$ cat config.mk
export PLATFORM = sky130hd
export DESIGN_NAME = dbg_core_ctrl
export DESIGN_NICKNAME = d
export VERILOG_FILES = /design/src/rtl/dbgc_pkg.sv /design/src/rtl/dbgc_cmd_decode.sv /design/src/rtl/dbgc_pulse_gen.sv /design/src/rtl/dbgc_run_ctrl.sv /design/src/rtl/dbgc_readback.sv /design/src/rtl/dbg_core_ctrl.sv
export SDC_FILE = /design/constraint.sdc
export NUM_CORES = 1
export LEC_CHECK = 0
export BUFFER_PORTS_ARGS = -buffer_cell sky130_fd_sc_hd__buf_2
export CAP_MARGIN = 20
export CORE_MARGIN = 5
export CORE_UTILIZATION = 48
export CTS_BUF_LIST = sky130_fd_sc_hd__clkbuf_8
export DETAILED_ROUTE_END_ITERATION = 7
export GPL_TIMING_DRIVEN = 0
export PLACE_DENSITY = 0.87
export SLEW_MARGIN = 0
export SYNTH_ARGS = -nofsm -noshare
export SYNTH_HDL_FRONTEND = slang
export SYNTH_SLANG_ARGS = --single-unit
$ cat constraint.sdc
create_clock -name clk -period 2.2 [get_ports clk]
set_input_delay 0.11 -clock clk [delete_from_list [all_inputs] [get_ports clk]]
set_output_delay 0.11 -clock clk [all_outputs]
set_load 0.05 [all_outputs]
$ cat src/rtl/dbgc_pkg.sv
`timescale 1ns/1ps
package dbgc_pkg;

    localparam int CTRL_W     = 5;
    localparam int REG_ADDR_W = 2;

    // Control bit positions (host visible)
    localparam int CB_STOP  = 0;
    localparam int CB_RST   = 1;
    localparam int CB_ICLR  = 2;
    localparam int CB_STEP  = 3;
    localparam int CB_START = 4;

    typedef enum logic [REG_ADDR_W-1:0] {
        RA_CTRL   = 2'd0,
        RA_STATUS = 2'd1,
        RA_NIA    = 2'd2,
        RA_SPARE  = 2'd3
    } reg_addr_e;

    typedef struct packed {
        logic start;
        logic step;
        logic iclr;
        logic rst;
        logic stop;
    } cmd_t;

    typedef struct packed {
        logic terminated;
        logic stop_pending;
        logic stopped;
    } status_t;

    localparam int STATUS_W = $bits(status_t);

    function automatic cmd_t decode_ctrl(input logic [CTRL_W-1:0] bits);
        cmd_t c;
        c.stop  = bits[CB_STOP];
        c.rst   = bits[CB_RST];
        c.iclr  = bits[CB_ICLR];
        c.step  = bits[CB_STEP];
        c.start = bits[CB_START];
        return c;
    endfunction

    function automatic status_t build_status(input logic held, input logic busy,
                                             input logic term);
        status_t s;
        s.stopped      = held & ~busy;
        s.stop_pending = held & busy;
        s.terminated   = term;
        return s;
    endfunction

endpackage

$ cat src/rtl/dbgc_cmd_decode.sv
`timescale 1ns/1ps
module dbgc_cmd_decode
    import dbgc_pkg::*;
(
    input  logic                  host_req,
    input  logic                  host_we,
    input  logic [REG_ADDR_W-1:0] host_addr,
    input  logic [CTRL_W-1:0]     host_wdata,
    output cmd_t                  cmd
);

    logic ctrl_wr;

    always_comb begin
        ctrl_wr = host_req && host_we && (host_addr == RA_CTRL);
        cmd     = '0;
        if (ctrl_wr) begin
            cmd = decode_ctrl(host_wdata);
        end
    end

endmodule

$ cat src/rtl/dbgc_pulse_gen.sv
`timescale 1ns/1ps
module dbgc_pulse_gen #(
    parameter int N = 2
) (
    input  logic         clk,
    input  logic         rst,
    input  logic [N-1:0] trig,
    output logic [N-1:0] pulse
);

    for (genvar i = 0; i < N; i++) begin : g_pulse
        always_ff @(posedge clk) begin
            if (rst) begin
                pulse[i] <= 1'b0;
            end else begin
                pulse[i] <= trig[i];
            end
        end
    end

endmodule

$ cat src/rtl/dbgc_run_ctrl.sv
`timescale 1ns/1ps
module dbgc_run_ctrl
    import dbgc_pkg::*;
#(
    parameter bit RESET_HALTED = 1'b0
) (
    input  logic clk,
    input  logic rst,
    input  cmd_t cmd,
    input  logic instr_done,
    output logic core_stop
);

    logic halted;
    logic stepping;

    always_ff @(posedge clk) begin
        if (rst) begin
            halted   <= RESET_HALTED;
            stepping <= 1'b0;
        end else begin
            if (cmd.stop) begin
                halted <= 1'b1;
            end else if (cmd.start) begin
                halted <= 1'b0;
            end

            if (cmd.start && !cmd.stop) begin
                stepping <= 1'b0;
            end else if (cmd.step && halted && !stepping) begin
                stepping <= 1'b1;
            end else if (stepping && instr_done) begin
                stepping <= 1'b0;
            end
        end
    end

    assign core_stop = halted & ~stepping;

    AST_STEP_NEEDS_HALT: assert property (@(posedge clk) disable iff (rst)
        $rose(stepping) |-> $past(halted));

    AST_STEP_REHALTS: assert property (@(posedge clk) disable iff (rst)
        (stepping && instr_done && !cmd.start) |=> core_stop);

    AST_STOP_HOLDS: assert property (@(posedge clk) disable iff (rst)
        (core_stop && !cmd.start && !cmd.step) |=> core_stop);

    AST_START_RUNS: assert property (@(posedge clk) disable iff (rst)
        (cmd.start && !cmd.stop) |=> !core_stop);

endmodule

$ cat src/rtl/dbgc_readback.sv
`timescale 1ns/1ps
module dbgc_readback
    import dbgc_pkg::*;
#(
    parameter int NIA_W  = 64,
    parameter int DATA_W = 64
) (
    input  logic                  clk,
    input  logic                  rst,
    input  logic                  host_req,
    input  logic                  host_we,
    input  logic [REG_ADDR_W-1:0] host_addr,
    input  logic [NIA_W-1:0]      core_nia,
    input  status_t               status,
    output logic                  host_ack,
    output logic [DATA_W-1:0]     host_rdata
);

    logic [DATA_W-1:0] rd_mux;

    always_comb begin
        rd_mux = '0;
        if (!host_we) begin
            case (reg_addr_e'(host_addr))
                RA_STATUS: rd_mux[STATUS_W-1:0] = status;
                RA_NIA:    rd_mux[NIA_W-1:0]    = core_nia;
                default:   rd_mux               = '0;
            endcase
        end
    end

    always_ff @(posedge clk) begin
        if (rst) begin
            host_ack   <= 1'b0;
            host_rdata <= '0;
        end else begin
            host_ack <= host_req;
            if (host_req) begin
                host_rdata <= rd_mux;
            end
        end
    end

    AST_ACK_AFTER_REQ: assert property (@(posedge clk) disable iff (rst)
        host_ack |-> $past(host_req));

    AST_REQ_ACKED: assert property (@(posedge clk) disable iff (rst)
        host_req |=> host_ack);

endmodule

$ cat src/rtl/dbg_core_ctrl.sv
`timescale 1ns/1ps
module dbg_core_ctrl
    import dbgc_pkg::*;
#(
    parameter int NIA_W        = 64,
    parameter int DATA_W       = 64,
    parameter bit RESET_HALTED = 1'b0
) (
    input  logic                  clk,
    input  logic                  rst,
    input  logic                  host_req,
    input  logic                  host_we,
    input  logic [REG_ADDR_W-1:0] host_addr,
    input  logic [CTRL_W-1:0]     host_wdata,
    output logic                  host_ack,
    output logic [DATA_W-1:0]     host_rdata,
    input  logic [NIA_W-1:0]      core_nia,
    input  logic                  core_busy,
    input  logic                  core_terminated,
    input  logic                  core_instr_done,
    output logic                  core_stop,
    output logic                  core_rst,
    output logic                  icache_flush
);

    localparam int PULSE_N = 2;

    cmd_t               cmd;
    status_t            status;
    logic [PULSE_N-1:0] pulse_trig;
    logic [PULSE_N-1:0] pulse_out;

    dbgc_cmd_decode u_decode (
        .host_req   (host_req),
        .host_we    (host_we),
        .host_addr  (host_addr),
        .host_wdata (host_wdata),
        .cmd        (cmd)
    );

    dbgc_run_ctrl #(
        .RESET_HALTED (RESET_HALTED)
    ) u_run (
        .clk        (clk),
        .rst        (rst),
        .cmd        (cmd),
        .instr_done (core_instr_done),
        .core_stop  (core_stop)
    );

    assign pulse_trig = {cmd.iclr, cmd.rst};

    dbgc_pulse_gen #(
        .N (PULSE_N)
    ) u_pulse (
        .clk   (clk),
        .rst   (rst),
        .trig  (pulse_trig),
        .pulse (pulse_out)
    );

    assign core_rst     = pulse_out[0];
    assign icache_flush = pulse_out[1];

    assign status = build_status(core_stop, core_busy, core_terminated);

    dbgc_readback #(
        .NIA_W  (NIA_W),
        .DATA_W (DATA_W)
    ) u_rb (
        .clk        (clk),
        .rst        (rst),
        .host_req   (host_req),
        .host_we    (host_we),
        .host_addr  (host_addr),
        .core_nia   (core_nia),
        .status     (status),
        .host_ack   (host_ack),
        .host_rdata (host_rdata)
    );

    AST_RST_PULSE_SRC: assert property (@(posedge clk) disable iff (rst)
        core_rst |-> $past(host_req && host_we && host_addr == RA_CTRL
                           && host_wdata[CB_RST]));

    AST_FLUSH_PULSE_SRC: assert property (@(posedge clk) disable iff (rst)
        icache_flush |-> $past(host_req && host_we && host_addr == RA_CTRL
                               && host_wdata[CB_ICLR]));

endmodule

==> metrics, run 1 <==
Routed WL 7058 um; number of flops mapped to enable cells by yosys 0; number of diodes 0; Max-cap violations 0; area leader, netlist dfxtp_1; Layout Skew approximately 0.48 ps; RSZ-0062 raised after global routing false; Clk pwr share between 40% and 50%; Yosys reg bits 69; TritonCTS clock tree yes; final core utilization 70.00%; Worst setup EP type output port; CP Max Fanout 4; starting density of the core between 40 and 50%; Synth cell types 22; ys flop type dfxtp_1; DP HPWL ~5300 um; Post-Syn Nets 326; Die Wd about 80 um; top-area cell type share of the netlist area between 50% and 60%; HP Class input port to flip-flop; die footprint around 6800 um^2; leakage power roughly 1.7 nW; initial antenna violation count 0; final instance area about 3600 um^2; CP bufs+invs 1; # port buffers 143; minimum clock period 1379 ps; crit path max-delay cell type dfxtp_1; Final ANT Viol Nets 0; Final setup viols 0; vias 2390; # resized after CTS 0; NumNets Final 483; layout cells sized above 1 46.68%; CP Cell Sequence nor2b_1 > buf_2; total CTS buffers 9; Sink Count 69; run status completed; vias in the first global route about 2.3k; Final Hold Vio Count 0; Setup TNS Final 0 ps; DR vias/cell 5.010; Root Driver clkbuf_8; CTS max path bufs 2; P per Cell Area 734.5 nW/um^2; Internal 0.001985 W; Die Height between 80 and 90 um; slew at the pin closest to its max-slew limit 492.8 ps; GRT overflow 0; CP Launch Type flip-flop; WP data arrival about 1300 ps; largest net degree at the start of global routing 12; Slew Viols, Final 0; GP Congestion 0.7819; 1st-iter DRT viols between 100 and 150; P&R area growth vs syn 41.67%; I/O Pins ~150; num rows 26; largest delay contributor family on the critical path flip-flops; synthesized area per cell 10.23 um^2; H-tree levels 3; sequential share of power 48.9%; Post-CTS Setup Repair Bufs 0; worst-skew pair later-pin latency 320 ps; # fillers 419; Clk pin slew, worst setup/hold paths 70 ps; Worst VDD drop around 0.59 mV; area of the mapped netlist 2507 um^2; relative slew slack 67.15%; Largest stage delay, worst path 330 ps; drt first pass iters 4; Setup CP Type flip-flop to output port; sw frac 23.94%; f_max between 700 and 800 MHz; first-pass GRT wire length 10450 um; post-synthesis cell count 245; Synthesis Warnings 0; CP required 2090 ps; Comb power frac 10.7%; post-DR wirelength/cell around 15 um; Async S/R FF share, synth 0%; Post-DP Area 3311 um^2; DRC 0; Tcrit/Tclk final 62.70%; gr usage total 20.22%; register area share after synthesis 55.09%; top-count cell post-synth dfxtp_1; core footprint 5075 um^2; Post-synth top cells 69 x dfxtp_1, 64 x nor2_1, 49 x a22oi_1; Synth area leaders dfxtp_1 55%, a22oi_1 15%, nor2_1 9.6%, a22oi_2 7.0%, buf_6 3.6%; sw power 0.0006246 W
==> logic make-up (layout without fill, tap and decap cells) <==
family | Yosys count | in the layout | synth area share (%)
buf+inv | 29 | 191 | 7.136
simple gates | 75 | 75 | 12.53
fa+ha+maj | 3 | 3 | 1.497
compound gates | 69 | 69 | 23.75
flops | 69 | 69 | 55.09
==> power by group through the flow <==
stage	Sequential (W)	Combinational, W	Clock, W
5_1_grt	0.00128	0.000299	0.00114
2_1_floorplan	0.00137	0.0000961	0
6_report	0.00128	0.000278	0.00105
3_5_place_dp	0.00130	0.000274	0
4_1_cts	0.00128	0.000279	0.00107
3_3_place_gp	0.00130	0.000269	0
==> worst paths after layout <==
check / cells after the start / slack (ps) / from / to
worst min register to register: 2 / 490 / u_rb.host_rdata[1]$_SDFFE_PP0P_ / u_rb.host_rdata[1]$_SDFFE_PP0P_
worst min-delay path: 3 / 10 / core_nia[10] / u_rb.host_rdata[10]$_SDFFE_PP0P_
worst max register to register: 3 / 1190 / u_run.halted$_SDFFE_PP0P_ / u_run.stepping$_SDFFE_PP0P_
worst max-delay path: 2 / 820 / u_run.halted$_SDFFE_PP0P_ / core_stop
==> layout by cell type (no fill, tap or decap), drive strengths merged <==
master and instances:
a22oi 63, a2bb2oi 1, a32oi 3, and3 1, and3b 1, buf 159
bufinv 1, clkbuf 18, clkinv 1, clkinvlp 1, dfxtp 69, dlygate4sd3 3
ha 3, inv 8, nand3 1, nand3b 1, nand4 1, nor2 64
nor2b 1, nor3 1, nor3b 3, o32ai 2, or2 1
==> final cells by class <==
cell class	count	area, um^2	share of cell area, %
tap	70	87.58	2.466
buffer	22	152.6	4.297
clock inverter	4	46.29	1.303
multi-input combinational	147	947.2	26.66
clock buffer	12	165.2	4.650
inverter	7	26.28	0.7397
sequential	69	1381	38.89
timing repair buffer	146	745.7	20.99
==> per-layer routing <==
metal | GRT usage (%) | vias up | routed length [um]
met5 | 0 | - | 0
li1 | - | 1184 | -
met4 | 10.80 | 0 | 120
met1 | 22.03 | 1109 | 2746
met2 | 36.30 | 85 | 3673
met3 | 4.338 | 12 | 517
==> what timing repair did <==
action,CTS,global route
hold buffers,3,0
setup endpoints to repair,0,0
endpoints found under the hold margin,3,0
==> worst reg2reg max path, cell delays in order (launching register included) <==
cell and delay (ps):
dfxtp_1 330, nor2b_1 290, a32oi_1 150, nor3_1 170
==> stage by stage <==
stage / instances / setup slack (ps) / power [W] / hold slack, ps
floorplan: 245 / 624.2 / 0.001464 / 239.5
global placement: 458 / 904.6 / 0.001573 / 336.9
detailed placement: 458 / 860.6 / 0.001579 / 346.6
CTS: 477 / 818.3 / 0.002625 / 1.458
global route: 477 / 769.8 / 0.002716 / 6.893
finish: 477 / 820.6 / 0.002609 / 12.03
==> state kept, by name (all words and copies together) (netlist names) <==
register         flops
u_rb.host_rdata     64
u_run.halted         1
u_pulse.pulse        2
u_rb.host_ack        1
u_run.stepping       1
Power figures use the tool's default switching activity.
==> run 2, diff against run 1 <==
--- a/config.mk
+++ b/config.mk
@@ -5,14 +5,15 @@
 export SDC_FILE = /design/constraint.sdc
 export NUM_CORES = 1
 export LEC_CHECK = 0
+export ABC_AREA = 1
 export BUFFER_PORTS_ARGS = -buffer_cell sky130_fd_sc_hd__buf_2
 export CAP_MARGIN = 20
 export CORE_MARGIN = 5
-export CORE_UTILIZATION = 48
+export CORE_UTILIZATION = 43
 export CTS_BUF_LIST = sky130_fd_sc_hd__clkbuf_8
 export DETAILED_ROUTE_END_ITERATION = 7
 export GPL_TIMING_DRIVEN = 0
-export PLACE_DENSITY = 0.87
+export PLACE_DENSITY = 0.78
 export SLEW_MARGIN = 0
 export SYNTH_ARGS = -nofsm -noshare
 export SYNTH_HDL_FRONTEND = slang
==> constraint.sdc (replaced) <==
create_clock -name clk -period 1.25 [get_ports clk]
set_input_delay 0.0625 -clock clk [delete_from_list [all_inputs] [get_ports clk]]
set_output_delay 0.0625 -clock clk [all_outputs]
set_load 0.05 [all_outputs]
==> run 2 against run 1 <==
  * Worst hold slack better by 1.1 ps
  * Critical path depth up 1
  * Critical path type unchanged
  * Critical endpoint unchanged
  * Cell count up 30%
  * Clock skew up 2.1 ps
  * Sequential cell count unchanged
==> metrics, run 2 <==
Synth cell types 20; Clk pin slew, worst setup/hold paths 80 ps; Worst Min Path Start core_nia[52]; Worst setup EP type output port; I/O Pins approximately 150; worst-skew pair later-pin latency 330 ps; area of the mapped netlist about 3000 um^2; Layout Skew 2.538 ps; vias 3108; # port buffers 144; Post-DP Area 3880 um^2; Setup CP Type flip-flop to output port; Hold Path Depth 3; Sink Count just under 70; top-count cell post-synth dfxtp_1; GRT overflow 0; depth of the worst register-to-register path 6; Top reg by flops u_rb.host_rdata; vias in the first global route 3094; drt first pass iters 4; CP bufs+invs 2; Synth area leaders dfxtp_1 45%, nand4_1 13%, a21oi_2 12%, nand2_2 8.2%, nand2_1 5.1%; NumNets Final 599; synthesized area per cell 9.065 um^2; crit path max-delay cell type dfxtp_1; total CTS buffers 9; Setup TNS Final 0 ps; P per Cell Area 1069 nW/um^2; Root Driver clkbuf_8; top-area cell type share of the netlist area 45.49%; Hold Path Sink u_rb.host_rdata[52]$_SDFFE_PP0P_; largest net degree at the start of global routing 12; first-pass GRT wire length 14410 um; core footprint ~6800 um^2; post-DR wirelength/cell 14.64 um; Final Hold Vio Count 0; largest delay contributor family on the critical path flip-flops; worst reg-to-reg setup slack 340 ps; Regs by FF count u_rb.host_rdata x64, u_pulse.pulse x2; relative slew slack 71.91%; Die Wd approximately 94 um; Largest stage delay, worst path around 340 ps; number of flops mapped to enable cells by yosys 0; DR vias/cell 5.013; DP HPWL 6347 um; Post-Syn Nets 416; Max-cap violations 0; CP required roughly 1200 ps; Tcrit/Tclk final 93.79%; commonest non-fill, non-tap cell in the layout buf_2; H-tree levels 3; Routed WL 9076 um; Synthesis Warnings 0; TritonCTS clock tree yes; flip-flop and latch area ~1400 um^2; ys flop type dfxtp_1; Slew Viols, Final 0; WP data arrival 1110 ps; run status completed; Post-CTS Setup Repair Bufs 0; max reg flops 64; GP Congestion 0.7585; 1st-iter DRT viols approximately 120; Worst VDD drop 0.5897 mV; HP Class input port to flip-flop; pre-CTS WS -41.17 ps; f_max 853.0 MHz; initial antenna violation count 0; Final WS setup just under 80 ps; area leader, netlist dfxtp_1; num rows 30; Async S/R FF share, synth 0%; CP Cell Sequence inv_1 > nor2_2 > buf_4; Post-synth top cells 69 x dfxtp_1, 62 x nand4_1, 41 x nand2_1; layout cells sized above 1 52.20%; die footprint 8843 um^2; starting density of the core approximately 44%; RSZ-0062 raised after global routing false; final instance area 4349 um^2; commonest cells after routing, fill and taps aside 168 x buf_2, 69 x dfxtp_1, 62 x nand4_1; minimum clock period 1172 ps; Yosys reg bits 69; gr usage total 20.58%; post-synthesis cell count around 340; Final setup viols 0; CTS max path bufs 2; Crit Reg-Reg Startpoint u_run.halted$_SDFFE_PP0P_; P&R area growth vs syn 43.22%; register area share after synthesis 45.49%; CP Launch Type flip-flop; Final ANT Viol Nets 0; DRC 0; multi-input logic area between 1000 and 1500 um^2; leakage power 1.911 nW; Die Height between 90 and 100 um; slew at the pin closest to its max-slew limit 421.3 ps; FF-to-FF End u_rb.host_rdata[0]$_SDFFE_PP0P_; CP Max Fanout 4; # fillers 643
[run 2: changes by cell type in the layout (fill, tap and decap cells not counted), sizes merged, moves of 2 or more]
cell         before  now
inv               8   12
nor3b             3    0
buf             159  176
dlygate4sd3       3   28
a32oi             3    0
clkbuf           18   11
a21oi             0   65
clkinv            1    4
a22oi            63    0
nor2             64    7
nand4             1   62
nand2             0   81
o32ai             2    0
[run 2: logic make-up (layout without fill, tap and decap cells)]
group / count (synthesis) / in the layout / synth area share [%]
other: 0 / 1 / 0
adder cells (fa/ha/maj): 3 / 3 / 1.236
AND/OR/NAND/NOR: 154 / 154 / 27.81
flip-flops: 69 / 69 / 45.49
AO/OA/AOI/OAI: 65 / 65 / 15.66
buffers and inverters: 44 / 232 / 9.806
[run 2: routing by layer]
metal  track usage [%]  wire length (um)  part of all wire [%]  vias up
met5                 0                 0                     0        -
met1             24.90              3857                    42     1419
li1                  -                 -                     -     1534
met2             34.83              4418                    49      137
met3             4.968               607                   6.7       18
met4             8.424               193                   2.1        0
[run 2: worst max path at each step]
stage | from | end | slack [ps] | depth (start not counted)
3_3_place_gp | host_addr[0] | u_rb.host_rdata[28]$_SDFFE_PP0P_ | -20 | 7
4_1_cts | u_run.halted$_SDFFE_PP0P_ | core_stop | 60 | 3
6_report | u_run.halted$_SDFFE_PP0P_ | core_stop | 80 | 3
5_1_grt | u_run.halted$_SDFFE_PP0P_ | core_stop | 2 | 3
3_5_place_dp | host_addr[0] | u_rb.host_rdata[28]$_SDFFE_PP0P_ | -40 | 7
2_1_floorplan | u_run.halted$_SDFFE_PP0P_ | u_rb.host_rdata[0]$_SDFFE_PP0P_ | 60 | 6
[run 2: worst reg2reg max path, delay by kind of cell (launching register included)]
family,cells,cell delay [ps]
DFF,1,340
AOI/OAI and AO/OA,1,110
and+or+nand+nor,4,350
buffers and inverters,1,50
[run 2: timing repair]
item,in CTS,in global routing
gates resized for setup,1,0
hold buffers,28,0
endpoints found under the hold margin,28,0
endpoints found under the setup margin,1,0
[run 2: report_power, final]
part           internal (W)  total (W)  switching, W
Combinational      0.000279   0.000700      0.000421
Sequential          0.00223    0.00225     0.0000188
Clock              0.000897    0.00170      0.000805
Total               0.00341    0.00465       0.00124
[run 2: layout make-up]
class | count | share of cell area [%]
flip-flops and latches | 69 | 31.76
multi-input cells | 222 | 31.27
repair buffers | 172 | 23.07
plain buffers | 34 | 5.955
clock buffers | 9 | 2.848
well taps | 96 | 2.762
clock inverters | 7 | 1.381
inverters | 10 | 0.8918
diodes | 1 | 0.05754
[run 2: through the flow]
stage,total power [W],std cells,hold WS (ps),utilization (%)
after floorplan,0.002698,335,174.7,-
after global placement,0.002920,575,279.8,56.79
after detailed placement,0.002926,575,291.5,56.79
after CTS,0.004692,619,0.1871,63.63
after global routing,0.004829,619,4.642,63.63
final,0.004651,620,13.15,63.66
==> run 3, diff against run 2 <==
--- a/config.mk
+++ b/config.mk
@@ -9,12 +9,10 @@
 export BUFFER_PORTS_ARGS = -buffer_cell sky130_fd_sc_hd__buf_2
 export CAP_MARGIN = 20
 export CORE_MARGIN = 5
-export CORE_UTILIZATION = 43
+export CORE_UTILIZATION = 25
 export CTS_BUF_LIST = sky130_fd_sc_hd__clkbuf_8
 export DETAILED_ROUTE_END_ITERATION = 7
 export GPL_TIMING_DRIVEN = 0
-export PLACE_DENSITY = 0.78
-export SLEW_MARGIN = 0
 export SYNTH_ARGS = -nofsm -noshare
 export SYNTH_HDL_FRONTEND = slang
 export SYNTH_SLANG_ARGS = --single-unit
==> run 3 against run 2 <==
  * Worst hold slack improved by 13 ps
  * Worst setup slack got worse by 16 ps
  * Maximum frequency decreased by 1.4%
  * Die area increased by 63%
  * Cell area increased by 10%
==> metrics, run 3 (same netlist as run 2, synthesis figures left out) <==
slew at the pin closest to its max-slew limit 483.4 ps; Final WS setup 61.24 ps; Final Hold Vio Count 0; DR vias/cell roughly 4.6; NumNets Final 637; final core utilization ~40%; depth of the worst register-to-register path 3; DP HPWL 7405 um; Final ANT Viol Nets 0; f_max 841.2 MHz; busiest grt layer met2; sequential share of power 47.6%; first-pass GRT wire length 17040 um; Tcrit/Tclk final between 90 and 100%; Clk pin slew, worst setup/hold paths 70 ps; run status completed; commonest non-fill, non-tap cell in the layout buf_2; CP Max Fanout 4; grt met1 use roughly 18%; commonest cells after routing, fill and taps aside 168 x buf_2, 69 x dfxtp_1, 66 x dlygate4sd3_1; Crit path depth 3; Largest stage delay, worst path 340 ps; Setup CP Type flip-flop to output port; GP Congestion 0.7367; GR Util met3 4.911%; pre-CTS WS -131.4 ps; RSZ-0062 raised after global routing false; core footprint 11960 um^2; Regs by FF count u_rb.host_rdata x64, u_pulse.pulse x2; vias in the first global route 3443; drt first pass iters 6; starting density of the core 25.39%; number of diodes 0; Final setup viols 0; Internal roughly 0.0034 W; Die Height roughly 120 um; CP Launch Type flip-flop; layout cells sized above 1 49.20%; minimum clock period 1189 ps; relative slew slack 67.77%; CP required between 1000 and 1500 ps; P per Cell Area 985.8 nW/um^2; Slew Viols, Final 0; Die Wd 120.2 um; vias 3288; I/O Pins around 150; Hold Path Depth 3; CP Cell Sequence inv_1 > nor2_2 > buf_6; Sink Count 69; Max-cap violations 0; Root Driver clkbuf_8; gr usage total 14.91%; max reg flops 64; # port buffers ~140; TritonCTS clock tree yes; 1st-iter DRT viols 151; leakage power 2.065 nW; initial antenna violation count 0; largest delay contributor family on the critical path flip-flops; HP Class input port to flip-flop; total CTS buffers 9; sw power 0.001328 W; P&R area growth vs syn 57.81%; H-tree levels 3; CP bufs+invs 2; GRT overflow 0; post-DR wirelength/cell 15.10 um; routing usage on met2 24.83%; worst-skew pair later-pin latency 360 ps; die footprint 14450 um^2; Layout Skew 3.469 ps; sw frac ~28%; Worst VDD drop 0.4658 mV; Worst setup EP type output port; Top reg by flops u_rb.host_rdata; Clk pwr share 35.3%; Comb power frac about 17%; CTS max path bufs 2; Setup TNS Final 0 ps; crit path max-delay cell type dfxtp_1; num rows 40; WP data arrival 1130 ps; Routed WL 10690 um; largest net degree at the start of global routing 12; DRC 0; # fillers roughly 1.2k
-- run 3: final timing paths --
path	from	to	slack (ps)
hold reg to reg	u_rb.host_rdata[7]$_SDFFE_PP0P_	u_rb.host_rdata[7]$_SDFFE_PP0P_	470
hold / removal	host_req	u_rb.host_rdata[38]$_SDFFE_PP0P_	30
setup reg to reg	u_run.halted$_SDFFE_PP0P_	u_run.halted$_SDFFE_PP0P_	150
setup / recovery	u_run.halted$_SDFFE_PP0P_	core_stop	60
-- run 3: metal layers --
metal  up-vias  part of all wire (%)
met2       110                    48
li1       1612                     -
met5         -                     0
met4         0                   1.8
met3        21                   6.6
met1      1545                    43
-- run 3: power groups by stage --
| stage | combinational (W) | clock (W) | sequential [W] |
|---|---|---|---|
| 4_1_cts | 0.000807 | 0.00177 | 0.00225 |
| 5_1_grt | 0.000871 | 0.00186 | 0.00225 |
| 3_3_place_gp | 0.000636 | 0 | 0.00230 |
| 3_5_place_dp | 0.000648 | 0 | 0.00230 |
| 6_report | 0.000809 | 0.00167 | 0.00225 |
| 2_1_floorplan | 0.000288 | 0 | 0.00241 |
-- run 3: area by class of cell --
cell class / count / area [um^2] / area share (%)
Timing Repair Buffer: 210 / 1388 / 28.96
Buffer: 34 / 259.0 / 5.405
Tap cell: 147 / 183.9 / 3.838
Sequential cell: 69 / 1381 / 28.82
Multi-Input combinational cell: 222 / 1365 / 28.49
Inverter: 10 / 38.79 / 0.8094
Clock inverter: 5 / 25.02 / 0.5222
Clock buffer: 11 / 151.4 / 3.159
-- run 3: timing repair --
item,4_1_cts,5_1_grt
buffers inserted,0,0
pin swaps,0,0
hold buffers,66,0
setup endpoints to repair,1,2
hold endpoints to repair,64,0
resized for setup,1,2
-- run 3: per-stage QoR --
stage	total power, W	hold slack (ps)	cell area [um^2]	cells
after global placement	0.002934	282.3	3944	626
after floorplan	0.002698	174.7	3039	335
final	0.004724	26.54	4792	708
after global routing	0.004981	4.193	4792	708
after CTS	0.004824	0.9502	4783	708
after detailed placement	0.002947	291.3	3944	626
-- run 3: worst reg2reg max path, cell delays in order, from the launching register on --
cell and delay [ps]:
dfxtp_1 320, nand3_1 80, nand2_1 50, dlygate4sd3_1 540
